**config.mk**
```make
export PLATFORM = sky130hd
export DESIGN_NAME = pwrgood_restart_seq
export DESIGN_NICKNAME = d
export VERILOG_FILES = /design/src/rtl/prs_pkg.sv /design/src/rtl/prs_deglitch.sv /design/src/rtl/prs_hold_timer.sv /design/src/rtl/prs_pg_latch.sv /design/src/rtl/pwrgood_restart_seq.sv
export SDC_FILE = /design/constraint.sdc
export NUM_CORES = 1
export LEC_CHECK = 0
export BUFFER_PORTS_ARGS = -buffer_cell sky130_fd_sc_hd__buf_2
export CAP_MARGIN = 15
export CORE_UTILIZATION = 63
export CTS_CLUSTER_SIZE = 12
export DETAILED_ROUTE_END_ITERATION = 10
export PLACE_DENSITY = 0.81
export RECOVER_POWER = 50
export SLEW_MARGIN = 30
export SYNTH_ARGS = -nofsm -noshare
export SYNTH_HDL_FRONTEND = slang
export SYNTH_SLANG_ARGS = --single-unit
export TNS_END_PERCENT = 20
```
**constraint.sdc**
```tcl
create_clock -name clk -period 3.9 [get_ports clk]
set_clock_uncertainty 0.2 [all_clocks]
set_input_delay 0.78 -clock clk [delete_from_list [all_inputs] [get_ports clk]]
set_output_delay 0.78 -clock clk [all_outputs]
set_load 0.005 [all_outputs]
```
**src/rtl/prs_pkg.sv**
```systemverilog
package prs_pkg;
  typedef enum logic {PH_RUN = 1'b0, PH_HOLD = 1'b1} hold_phase_t;

  // bits needed to count 0 .. n-1
  function automatic int cnt_width(input int n);
    return (n < 2) ? 1 : $clog2(n);
  endfunction
endpackage

```
**src/rtl/prs_deglitch.sv**
```systemverilog
module prs_deglitch #(
  parameter int TICKS  = 4,
  parameter int STAGES = 2
) (
  input  logic clk,
  input  logic rst_n,
  input  logic raw_in,
  output logic level_o,
  output logic fell_o
);
  localparam int CW = prs_pkg::cnt_width(TICKS);

  logic [STAGES-1:0] sync_q;
  logic [CW-1:0]     cnt_q;
  logic              seen;

  assign seen = sync_q[STAGES-1];

  generate
    if (STAGES == 1) begin : g_one
      always_ff @(posedge clk or negedge rst_n)
        if (!rst_n) sync_q <= '1;
        else        sync_q <= raw_in;
    end else begin : g_chain
      always_ff @(posedge clk or negedge rst_n)
        if (!rst_n) sync_q <= '1;
        else        sync_q <= {sync_q[STAGES-2:0], raw_in};
    end
  endgenerate

  // accept a new level only after TICKS consecutive differing samples
  always_ff @(posedge clk or negedge rst_n) begin
    if (!rst_n) begin
      level_o <= 1'b1;
      cnt_q   <= '0;
      fell_o  <= 1'b0;
    end else begin
      fell_o <= 1'b0;
      if (seen == level_o) begin
        cnt_q <= '0;
      end else if (cnt_q == CW'(TICKS - 1)) begin
        level_o <= seen;
        cnt_q   <= '0;
        fell_o  <= ~seen;
      end else begin
        cnt_q <= cnt_q + 1'b1;
      end
    end
  end
endmodule

```
**src/rtl/prs_hold_timer.sv**
```systemverilog
module prs_hold_timer #(
  parameter int TICKS = 40
) (
  input  logic clk,
  input  logic rst_n,
  input  logic trig_i,
  output logic accept_o,
  output logic active_o
);
  import prs_pkg::*;
  localparam int CW = cnt_width(TICKS);

  hold_phase_t   phase_q;
  logic [CW-1:0] cnt_q;

  assign accept_o = trig_i && (phase_q == PH_RUN);
  assign active_o = (phase_q == PH_HOLD);

  always_ff @(posedge clk or negedge rst_n) begin
    if (!rst_n) begin
      phase_q <= PH_RUN;
      cnt_q   <= '0;
    end else if (accept_o) begin
      phase_q <= PH_HOLD;
      cnt_q   <= CW'(TICKS - 1);
    end else if (phase_q == PH_HOLD) begin
      if (cnt_q == '0) phase_q <= PH_RUN;
      else             cnt_q   <= cnt_q - 1'b1;
    end
  end
endmodule

```
**src/rtl/prs_pg_latch.sv**
```systemverilog
module prs_pg_latch (
  input  logic clk,
  input  logic rst_n,
  input  logic set_i,
  input  logic clr_i,
  output logic pg_o
);
  // clear wins over set
  always_ff @(posedge clk or negedge rst_n) begin
    if (!rst_n)     pg_o <= 1'b0;
    else if (clr_i) pg_o <= 1'b0;
    else if (set_i) pg_o <= 1'b1;
  end
endmodule

```
**src/rtl/pwrgood_restart_seq.sv**
```systemverilog
module pwrgood_restart_seq #(
  parameter int FILT_TICKS  = 500,
  parameter int HOLD_TICKS  = 500_000_000,
  parameter int SYNC_STAGES = 2
) (
  input  logic clk,
  input  logic rst_n,
  input  logic shutdown_n,
  input  logic restart_n,
  input  logic drain_low,
  input  logic supply_ok,
  input  logic ilim_timeout,
  output logic gate_inhibit,
  output logic power_good,
  output logic fault_clear
);
  logic shut_level, shut_fell;
  logic restart_level, restart_fell;
  logic hold_accept, hold_active;

  prs_deglitch #(.TICKS(FILT_TICKS), .STAGES(SYNC_STAGES)) shut_flt_i (
    .clk(clk), .rst_n(rst_n), .raw_in(shutdown_n),
    .level_o(shut_level), .fell_o(shut_fell)
  );

  prs_deglitch #(.TICKS(FILT_TICKS), .STAGES(SYNC_STAGES)) rst_flt_i (
    .clk(clk), .rst_n(rst_n), .raw_in(restart_n),
    .level_o(restart_level), .fell_o(restart_fell)
  );

  prs_hold_timer #(.TICKS(HOLD_TICKS)) hold_i (
    .clk(clk), .rst_n(rst_n), .trig_i(restart_fell),
    .accept_o(hold_accept), .active_o(hold_active)
  );

  assign gate_inhibit = ~shut_level | hold_active;

  always_ff @(posedge clk or negedge rst_n) begin
    if (!rst_n) fault_clear <= 1'b0;
    else        fault_clear <= shut_fell | hold_accept;
  end

  prs_pg_latch pg_i (
    .clk(clk), .rst_n(rst_n),
    .set_i(drain_low & supply_ok),
    .clr_i(~supply_ok | ilim_timeout | gate_inhibit),
    .pg_o(power_good)
  );
endmodule

```
Word level (Yosys, flattened, before mapping)
Index checks and enable logic that the tools add are counted.
W data, S select, Z words.
Cells by class
  add/subtract/negate cells: 3
  equal/unequal tests: 5
  multiplexer cells: 16
  bitwise logic cells: 12
  reduce and logical (&&, ||, !) cells: 7
Operators with widths (count)
  $mux W29: 3
  $mux W9: 4
  $logic_not A29 Y1: 1
  $sub A29 B1 Y29 const B: 1
  $add A9 B1 Y9 const B: 2
  $eq A9 B9 Y1 const B: 2
  $mux W1: 9
  $not A1 Y1: 7
  $reduce_and A2 Y1: 3
  $or A1 B1 Y1: 4
  $reduce_bool A2 Y1: 2
  $eq A1 B1 Y1: 2
  $ne A2 B2 Y1 const B: 1
  $and A1 B1 Y1: 1
  $logic_and A1 B1 Y1: 1
Storage, ports and cells
  register bits: 58

Logic depth before layout (Yosys ltp)
Gate-level depths: netlist of the first run.
  word-level depth: 4
  gate-level depth with buffers: 8
  depth with buffers taken out: 7

Modules after synthesis
From an unflattened synthesis of the first run, not the netlist that was laid out.
Second synthesis, totals
  cells, all modules: 315
  area total of the unflattened synthesis: 3164.3 sq um
Modules (own cells, without submodules)
  prs_hold_timer: times used 1, cells an instance 184, area each 1750.4 sq um
  prs_deglitch: times used 2, cells an instance 62, area each 661.9 sq um
  pwrgood_restart_seq: times used 1, cells an instance 5, area each 55.1 sq um
  prs_pg_latch: times used 1, cells an instance 2, area each 35.0 sq um

Least setup slack after synthesis of the first run
Ideal clock, no wire load.
  path kind: reg2reg
  start: register hold_i.cnt_q[0]
  end: register hold_i.cnt_q[0]
  setup time: 0.125 ns
  arrival time: 2.168 ns
  required time: 3.575 ns
  slack: 1.407 ns
  stages on the path, launching flop included: 9
  path buffers: 1
  period minus slack after synthesis: 2.493 ns
  path through: dfrtp_1 > inv_1 > ha_1 > or3b_1 > or4_4 > nor3_2 > buf_6 > o21ai_4 > mux2_4
On the way
  word-level cells in the longest chain between the ends: 4
  elaborated cells between the ends (all ways): 7
  classes of those cells: add/sub: 1; eq/ne: 1; mux: 3; reduce/logical: 2
Ends and longest elaborated chain
  start: declaration: line prs_hold_timer.sv:14  | logic [CW-1:0] cnt_q;
  start signal: assignment: line prs_hold_timer.sv:25  | cnt_q <= CW'(TICKS - 1);
  start signal: assignment: line prs_hold_timer.sv:28  | else cnt_q <= cnt_q - 1'b1;
  $sub A29 B1 Y29: line prs_hold_timer.sv:28
  $mux W29: line prs_hold_timer.sv:27  | if (cnt_q == '0) phase_q <= PH_RUN;
  $mux W29: line prs_hold_timer.sv:26  | end else if (phase_q == PH_HOLD) begin
  $mux W29: line prs_hold_timer.sv:23  | end else if (accept_o) begin
Parallel ways exist; a longest one is shown, timed or not. The select of a mux whose other input is x is not followed.
A chain may end at the register's enable or synchronous reset.

Worst setup path after layout of the first run
Ends and elaborated chain as after synthesis.

==> reports/qor.csv, run 1 <==
stage,metric,value,unit
global_route,gr busiest metal,met2,
clock_network,TritonCTS clock tree,yes,
pwr,Lkg Pwr,1.39,nW
die,IO Pins,10,
clock_network,CTS buffer count,9,
pwr,sequential share of power,0.551,
worst_setup_path,CP arrival,2.94,ns
final_layout,Reg area,1460,um2
clock_network,Post-CTS Hold Buffers,0,
final_layout,Final #Nets,294,
worst_setup_path,Worst Setup EP,hold_i.cnt_q[0]$_DFFE_PN0P_,
detailed_routing,Via-to-Cell Ratio,5.96,
sta,"Setup violations, final",0,
worst_setup_path,Reg2Reg Depth,7,
synthesis,dominant cell type by area after synthesis,dfrtp_1,
clock_network,"Setup Fix Bufs, Post-CTS",0,
sta,max-slew violation count,41,
worst_setup_path,Crit Reg-Reg Endpoint,hold_i.cnt_q[0]$_DFFE_PN0P_,
sta,Setup TNS,0,ns
synthesis,post-synthesis instance area,2790,um2
sta,post-route minimum period,2.92,ns
detailed_routing,Total Wirelength,5.02,mm
worst_setup_path,Worst Setup Start Kind,flip-flop,
synthesis,Synth Area in Adders,0.0180,
synthesis,"Async S/R FF share, synth",1.00,
run_status,failing checks,"capacitance limit, slew limit",
worst_setup_path,crit path from,hold_i.cnt_q[0]$_DFFE_PN0P_,
flow_run,max-cap check violation count,1,
pwr,worst vdd rail ir drop,288,uV
synthesis,Synth Area in XOR/XNOR,0.0785,
final_layout,cell area after layout,3050,um2
global_route,met1 GRT Util,0.283,
synthesis,Seq cells post-synth,58,
worst_setup_path,crit path max fanout,12,
synthesis,"Primary FF master, synth",dfrtp_1,
synthesis,Synth cell types,52,
pwr,PwrDens,368,nW/um2
run_status,status,finished with violations,
pwr,sw power,0.000238,W
place,RD Place Congestion,0.804,
worst_setup_path,Worst EP required,3.92,ns
sta,Slew @ Worst Pin,2.05,ns
synthesis,Yosys top cell area share,0.467,
final_layout,most frequent cells in the layout,"52 x dfrtp_1, 37 x nor2_1, 25 x nand2_1, 21 x xnor2_1, 13 x nand3_1",
die,Die Ht,68.5,um
die,FP Rows,23,
die,Starting Density,0.677,
clock_network,H-tree depth,3,
global_route,initial antenna violation count,0,
pwr,Sw Ratio,0.213,
synthesis,synth top area cells,"dfrtp_1 47%, xnor2_1 6.6%, dfstp_2 5.7%",
detailed_routing,drt first pass iters,5,
die,Core Box Area,4120,um2
final_layout,Filler cells,291,
sta,Fmax achieved,342,MHz
global_route,met3 usage,0.0641,
synthesis,"Seq/Total Area, Yosys",0.523,
pwr,Int Power,0.000882,W
global_route,M2 GR Usage,0.420,
worst_setup_path,kind of critical path,flip-flop to flip-flop,
synthesis,Post-synth EDFFs,0,
global_route,total track usage,0.250,
global_route,first-pass GRT wire length,8.34,mm
global_route,GRT overflow,0,
synthesis,Post-Syn Instances,266,
final_layout,fraction of layout cells with a size suffix above 1,0.146,
worst_setup_path,reg-to-reg setup timing slack,0.98,ns
pwr,Comb power frac,0.024,
global_route,vias in the first global route,1953,
synthesis,syn_nets,277,
synthesis,fraction of synthesized area in multiplexers,0.0206,
pwr,power share of the clock group,0.425,
die,Die W,68.5,um
sta,Slew headroom,-0.368,
detailed_routing,DRC,0,
sta,RSZ-0062 raised after global routing,false,
detailed_routing,Initial DRC Count,121,
place,port buffer count,9,
clock_network,worst-skew pair later-pin latency,0.33,ns
clock_network,clock sinks,58,
final_layout,"most common cell after layout, fill and taps aside",dfrtp_1,
sta,Final Hold Fails,0,
synthesis,Synth Area in Simple Gates,0.251,
clock_network,post-CTS resize count,0,
die,Die ar.,4690,um2
worst_setup_path,Setup crit end kind,flip-flop,
clock_network,Clock Pin Slew Worst Setup and Hold Paths,0.06,ns
synthesis,Syn Area/Cell,10.5,um2
detailed_routing,WL/cell,14.9,um
clock_network,clock buffer depth,2,
final_layout,Area Growth Syn to Fin,9.25,%
place,detailed placer's ending HPWL,3.40,mm
sta,Tcrit/Tclk final,0.749,
worst_hold_path,worst hold path class,flip-flop to flip-flop,
global_route,largest net degree at the start of global routing,41,
detailed_routing,overall via count from detail_route,2010,
final_layout,number of diodes,0,
synthesis,main combinational cell family by area after synthesis,simple AND/OR/NAND/NOR gates,
place,Placed Area,2880,um2
detailed_routing,DRT antenna net count,0,
final_layout,footprint of the multi-input gates,1280,um2
synthesis,Synth Area in Compound Gates,0.0920,
worst_setup_path,Reg-to-Reg Start,hold_i.cnt_q[0]$_DFFE_PN0P_,
clock_network,clk root buf,clkbuf_8,
synthesis,yosys warns,0,
==> critical path: stages, from the launching register on <==
cell     delay (ns)
dfrtp_1        0.37
inv_1          0.13
ha_1           0.18
or3b_1         0.44
or4_4          0.53
nor3_2         0.61
o21ai_4        0.07
mux2_4         0.28
==> final cells by class <==
class                   instances  share of cell area
well taps                      50              0.0205
clock buffers                  15              0.0546
flip-flops and latches         58               0.479
inverters                       6             0.00740
repair buffers                 10              0.0168
multi-input cells             198               0.422
==> flip-flops by register name, summed over array words and instances (netlist names), 2 cells and up <==
register and count:
rst_flt_i.cnt_q 9, rst_flt_i.sync_q 2, hold_i.cnt_q 29, shut_flt_i.sync_q 2, shut_flt_i.cnt_q 9
==> power by group through the flow <==
stage	clock network (W)	registers, W	logic, W
after floorplan	0	0.000627	0.00000989
after global placement	0	0.000627	0.0000267
after detailed placement	0	0.000628	0.0000279
after CTS	0.000486	0.000617	0.0000281
after global routing	0.000514	0.000618	0.0000321
final	0.000476	0.000617	0.0000267
==> worst min path at each step <==
stage,startpoint,to,slack [ns],depth (start not counted)
2_1_floorplan,rst_flt_i.sync_q[0]$_DFF_PN1_,rst_flt_i.sync_q[1]$_DFF_PN1_,0.15,0
3_3_place_gp,rst_flt_i.sync_q[0]$_DFF_PN1_,rst_flt_i.sync_q[1]$_DFF_PN1_,0.15,0
3_5_place_dp,rst_flt_i.sync_q[0]$_DFF_PN1_,rst_flt_i.sync_q[1]$_DFF_PN1_,0.15,0
4_1_cts,rst_flt_i.sync_q[0]$_DFF_PN1_,rst_flt_i.sync_q[1]$_DFF_PN1_,0.16,0
5_1_grt,rst_flt_i.sync_q[0]$_DFF_PN1_,rst_flt_i.sync_q[1]$_DFF_PN1_,0.16,0
6_report,rst_flt_i.sync_q[0]$_DFF_PN1_,rst_flt_i.sync_q[1]$_DFF_PN1_,0.15,0
==> cell usage after synthesis, types with 3 or more instances <==
cell,instances
or4_1,7
xnor2_1,21
nand4_1,6
nor3_1,5
ha_1,4
nand2b_1,4
inv_1,6
o31ai_1,6
clkbuf_1,3
dfrtp_1,52
or2_2,4
nor4_1,4
nor2_1,37
dfstp_2,6
nand3_1,13
nand2_1,25
xor2_1,4
a2111oi_0,4
a21oi_1,5
o21ai_0,7
==> through the flow <==
| stage | setup WS, ns | util | std cells | total power (W) | hold WS [ns] |
|---|---|---|---|---|---|
| after floorplan | 1.41 | - | 266 | 0.000637 | 0.145 |
| after global placement | 1.02 | 0.700 | 322 | 0.000654 | 0.146 |
| after detailed placement | 0.955 | 0.700 | 322 | 0.000656 | 0.147 |
| after CTS | 0.955 | 0.740 | 337 | 0.00113 | 0.155 |
| after global routing | 0.781 | 0.740 | 337 | 0.00116 | 0.161 |
| final | 0.977 | 0.740 | 337 | 0.00112 | 0.155 |
==> routing by layer <==
metal | vias to the layer above | routed length, um
li1 | 994 | -
met4 | 0 | 100
met3 | 11 | 178
met5 | - | 0
met2 | 44 | 2470
met1 | 961 | 2280
==> cells by family after synthesis <==
group | after synthesis
AOI/OAI and AO/OA | 36
xor gates and xnor gates | 25
adders and majority gates | 4
buffers and inverters | 10
DFF | 58
muxes | 5
and+or+nand+nor | 128
Note: power is estimated with default switching activity, not from simulation.
==> run 2: changes to the inputs <==
--- a/config.mk
+++ b/config.mk
@@ -5,12 +5,13 @@
 export SDC_FILE = /design/constraint.sdc
 export NUM_CORES = 1
 export LEC_CHECK = 0
+export ABC_AREA = 1
 export BUFFER_PORTS_ARGS = -buffer_cell sky130_fd_sc_hd__buf_2
 export CAP_MARGIN = 15
-export CORE_UTILIZATION = 63
+export CORE_UTILIZATION = 62
 export CTS_CLUSTER_SIZE = 12
 export DETAILED_ROUTE_END_ITERATION = 10
-export PLACE_DENSITY = 0.81
+export PLACE_DENSITY = 0.79
 export RECOVER_POWER = 50
 export SLEW_MARGIN = 30
 export SYNTH_ARGS = -nofsm -noshare
==> constraint.sdc (replaced) <==
create_clock -name clk -period 2.74 [get_ports clk]
set_clock_uncertainty 0.2 [all_clocks]
set_input_delay 0.548 -clock clk [delete_from_list [all_inputs] [get_ports clk]]
set_output_delay 0.548 -clock clk [all_outputs]
set_load 0.005 [all_outputs]
==> reports/qor.csv, run 2 <==
stage,metric,value,unit,change
sta,Tcrit/Tclk final,0.842,,was 0.749
global_route,initial antenna violation count,0,,unchanged
sta,Slew headroom,0.110,,was -0.368
pwr,Int Power,0.00121,W,was 0.000882 W
final_layout,"most common cell after layout, fill and taps aside",nand2_1,,was dfrtp_1
pwr,Lkg Pwr,1.97,nW,was 1.39 nW
final_layout,most frequent cells in the layout,"148 x nand2_1, 73 x nor2_1, 52 x dfrtp_1, 48 x inv_1, 36 x nand3_1",,"was 52 x dfrtp_1, 37 x nor2_1, 25 x nand2_1, 21 x xnor2_1, 13 x nand3_1"
pwr,Comb power frac,0.027,,was 0.024
synthesis,Synth Area in Adders,0.0152,,was 0.0180
worst_setup_path,crit path max fanout,20,,was 12
detailed_routing,drt first pass iters,5,,unchanged
final_layout,Biggest register,hold_i.cnt_q,,unchanged
synthesis,post-synthesis instance area,3290,um2,was 2790 um2
sta,post-route minimum period,2.31,ns,was 2.92 ns
pwr,PwrDens,445,nW/um2,was 368 nW/um2
final_layout,number of diodes,0,,unchanged
final_layout,Final #Nets,482,,was 294
worst_setup_path,Setup crit end kind,flip-flop,,unchanged
sta,RSZ-0062 raised after global routing,false,,unchanged
pwr,sequential share of power,0.558,,was 0.551
worst_setup_path,Worst Setup Start Kind,flip-flop,,unchanged
final_layout,Filler cells,449,,was 291
synthesis,Seq cells post-synth,58,,unchanged
synthesis,Synth cell types,29,,was 52
place,dpl cells,530,,was 322
synthesis,"count leader, synth",nand2_1,,was dfrtp_1
clock_network,clock sinks,58,,unchanged
run_status,status,"finished, final reports clean",,was finished with violations
global_route,vias in the first global route,2594,,was 1953
global_route,first-pass GRT wire length,11.5,mm,was 8.34 mm
synthesis,Commonest cells post-synth,"148 x nand2_1, 73 x nor2_1, 52 x dfrtp_1",,"was 52 x dfrtp_1, 37 x nor2_1, 25 x nand2_1"
pwr,power share of the clock group,0.415,,was 0.425
sta,"Setup violations, final",0,,unchanged
place,detailed placer's ending HPWL,5.03,mm,was 3.40 mm
clock_network,clk root buf,clkbuf_8,,unchanged
global_route,largest net degree at the start of global routing,26,,was 41
synthesis,Yosys top cell area share,0.396,,was 0.467
worst_setup_path,"slowest stage cell, crit path",nand2_1,,was nor3_2
worst_setup_path,kind of critical path,flip-flop to flip-flop,,unchanged
pwr,Design Power,0.00157,W,was 0.00112 W
synthesis,Synth Area in Simple Gates,0.407,,was 0.251
synthesis,syn_nets,466,,was 277
synthesis,main combinational cell family by area after synthesis,simple AND/OR/NAND/NOR gates,,unchanged
pwr,Sw Ratio,0.231,,was 0.213
synthesis,synth top area cells,"dfrtp_1 40%, nand2_1 17%, nor2_1 8.3%",,"was dfrtp_1 47%, xnor2_1 6.6%, dfstp_2 5.7%"
flow_run,max-cap check violation count,0,,was 1
synthesis,"Seq/Total Area, Yosys",0.444,,was 0.523
detailed_routing,Initial DRC Count,211,,was 121
detailed_routing,DRC,0,,unchanged
clock_network,Post-CTS Hold Buffers,0,,unchanged
sta,Slew @ Worst Pin,1.34,ns,was 2.05 ns
worst_setup_path,CP peak stage delay,0.49,ns,was 0.61 ns
synthesis,Syn Area/Cell,7.22,um2,was 10.5 um2
clock_network,"Setup Fix Bufs, Post-CTS",0,,unchanged
detailed_routing,met2 WL,3.51,mm,was 2.47 mm
synthesis,"Async S/R FF share, synth",1.00,,unchanged
worst_setup_path,worst path buffer plus inverter count,1,,unchanged
die,Die W,74.8,um,was 68.5 um
synthesis,"Primary FF master, synth",dfrtp_1,,unchanged
worst_setup_path,Most common cell on crit path,nand2_1,,
synthesis,Synth Area in Compound Gates,0.0438,,was 0.0920
synthesis,Synth Area in XOR/XNOR,0.0133,,was 0.0785
clock_network,TritonCTS clock tree,yes,,unchanged
die,Starting Density,0.644,,was 0.677
final_layout,fraction of layout cells with a size suffix above 1,0.0987,,was 0.146
pwr,sw power,0.000363,W,was 0.000238 W
worst_setup_path,CP cell instances,"inv_1, ha_1, nand2_1, nor2_2, nand4_1, nand2_1, nand2_1, nand2_1, nand2_1",,"was inv_1, ha_1, or3b_1, or4_4, nor3_2, o21ai_4, mux2_4"
pwr,worst vdd rail ir drop,361,uV,was 288 uV
global_route,GRT overflow,0,,unchanged
detailed_routing,Highest Signal Layer,met4,,unchanged
detailed_routing,WL/cell,13.0,um,was 14.9 um
clock_network,clock buffer depth,2,,unchanged
final_layout,Largest register FFs,29,,unchanged
sta,max-slew violation count,0,,was 41
final_layout,largest registers,"hold_i.cnt_q (29), rst_flt_i.cnt_q (9), shut_flt_i.cnt_q (9)",,unchanged
clock_network,Clock Pin Slew Worst Setup and Hold Paths,0.07,ns,was 0.06 ns
synthesis,dominant cell type by area after synthesis,dfrtp_1,,unchanged
clock_network,post-CTS resize count,0,,unchanged
final_layout,Area Growth Syn to Fin,7.31,%,was 9.25%
die,Die ar.,5600,um2,was 4690 um2
synthesis,yosys warns,0,,unchanged
final_layout,Non-Filler Instances,546,,was 337
clock_network,worst-skew pair later-pin latency,0.34,ns,was 0.33 ns
clock_network,H-tree depth,3,,unchanged
worst_setup_path,CP arrival,2.32,ns,was 2.94 ns
synthesis,fraction of synthesized area in multiplexers,0.00305,,was 0.0206
sta,Final Hold Fails,0,,unchanged
detailed_routing,overall via count from detail_route,2938,,was 2010
detailed_routing,WL met3,308,um,was 178 um
worst_hold_path,worst hold path class,input pin to flip-flop,,was flip-flop to flip-flop
die,Core Box Area,5110,um2,was 4120 um2
worst_setup_path,"delay-heaviest family, CP",simple AND/OR/NAND/NOR gates,,unchanged
global_route,total track usage,0.283,,was 0.250
die,FP Rows,26,,was 23
die,IO Pins,10,,unchanged
synthesis,Post-synth EDFFs,0,,unchanged
place,RD Place Congestion,0.908,,was 0.804
sta,Fmax achieved,433,MHz,was 342 MHz
place,port buffer count,9,,unchanged
die,Die Ht,74.8,um,was 68.5 um
detailed_routing,M1 WL,3.15,mm,was 2.28 mm
clock_network,CTS buffer count,9,,unchanged
detailed_routing,Via-to-Cell Ratio,5.38,,was 5.96
synthesis,Post-Syn Instances,455,,was 266
detailed_routing,DRT antenna net count,0,,unchanged
detailed_routing,Total Wirelength,7.08,mm,was 5.02 mm
sta,Setup TNS,0,ns,unchanged
worst_setup_path,Worst EP required,2.75,ns,was 3.92 ns
run 2: changes by cell type in the layout (fill, tap and decap cells not counted), sizes merged, moves of 19 or more:
cell,before,now
inv,6,48
nand2,25,153
nand3,13,36
nor2,37,81
xnor2,21,2
run 2: kinds of logic after synthesis:
group,count (synthesis)
simple gates,305
flops,58
buf+inv,55
compound gates,27
xor+xnor,5
fa+ha+maj,4
mux,1
run 2: path summary, 6_finish.rpt:
check                                               from                             to  slack (ns)  cells past startpoint
min reg2reg                rst_flt_i.sync_q[0]$_DFF_PN1_  rst_flt_i.sync_q[1]$_DFF_PN1_        0.16                      0
max reg2reg                  hold_i.cnt_q[0]$_DFFE_PN0P_   hold_i.cnt_q[28]$_DFFE_PN0P_        0.43                      9
max in group asynchronous                          rst_n    hold_i.cnt_q[7]$_DFFE_PN0P_        0.68                      2
min in group asynchronous                          rst_n   hold_i.cnt_q[19]$_DFFE_PN0P_        0.29                      1
max                          hold_i.cnt_q[0]$_DFFE_PN0P_   hold_i.cnt_q[28]$_DFFE_PN0P_        0.43                      9
min                                            restart_n  rst_flt_i.sync_q[0]$_DFF_PN1_        0.11                      1
run 2: metrics by stage:
stage	setup WS, ns	utilization	cell area (um2)	hold slack, ns
6_report	0.432	0.691	3530	0.113
5_1_grt	0.243	0.691	3530	0.0843
4_1_cts	0.463	0.692	3530	0.00963
3_5_place_dp	0.483	0.661	3380	0.148
3_3_place_gp	0.552	0.661	3380	0.146
2_1_floorplan	1.04	-	3290	0.0524
run 2: area by class of cell:
type | instances | area [um2] | area share
clock inverters | 3 | 17.5 | 0.00497
well taps | 70 | 87.6 | 0.0248
repair buffers | 12 | 60.1 | 0.0170
inverters | 48 | 180 | 0.0511
multi-input cells | 342 | 1580 | 0.449
clock buffers | 13 | 139 | 0.0394
flip-flops and latches | 58 | 1460 | 0.414
run 2: layer usage:
layer	GRT usage	up-vias
met5	0	-
met4	0.117	0
met3	0.0710	13
met2	0.462	88
met1	0.362	1361
li1	-	1476
run 2: power groups by stage:
stage	Combinational (W)	Clock (W)	Sequential, W
5_1_grt	0.0000515	0.000709	0.000877
3_5_place_dp	0.0000449	0	0.000892
4_1_cts	0.0000450	0.000663	0.000877
3_3_place_gp	0.0000438	0	0.000891
2_1_floorplan	0.0000175	0	0.000890
6_report	0.0000420	0.000652	0.000877
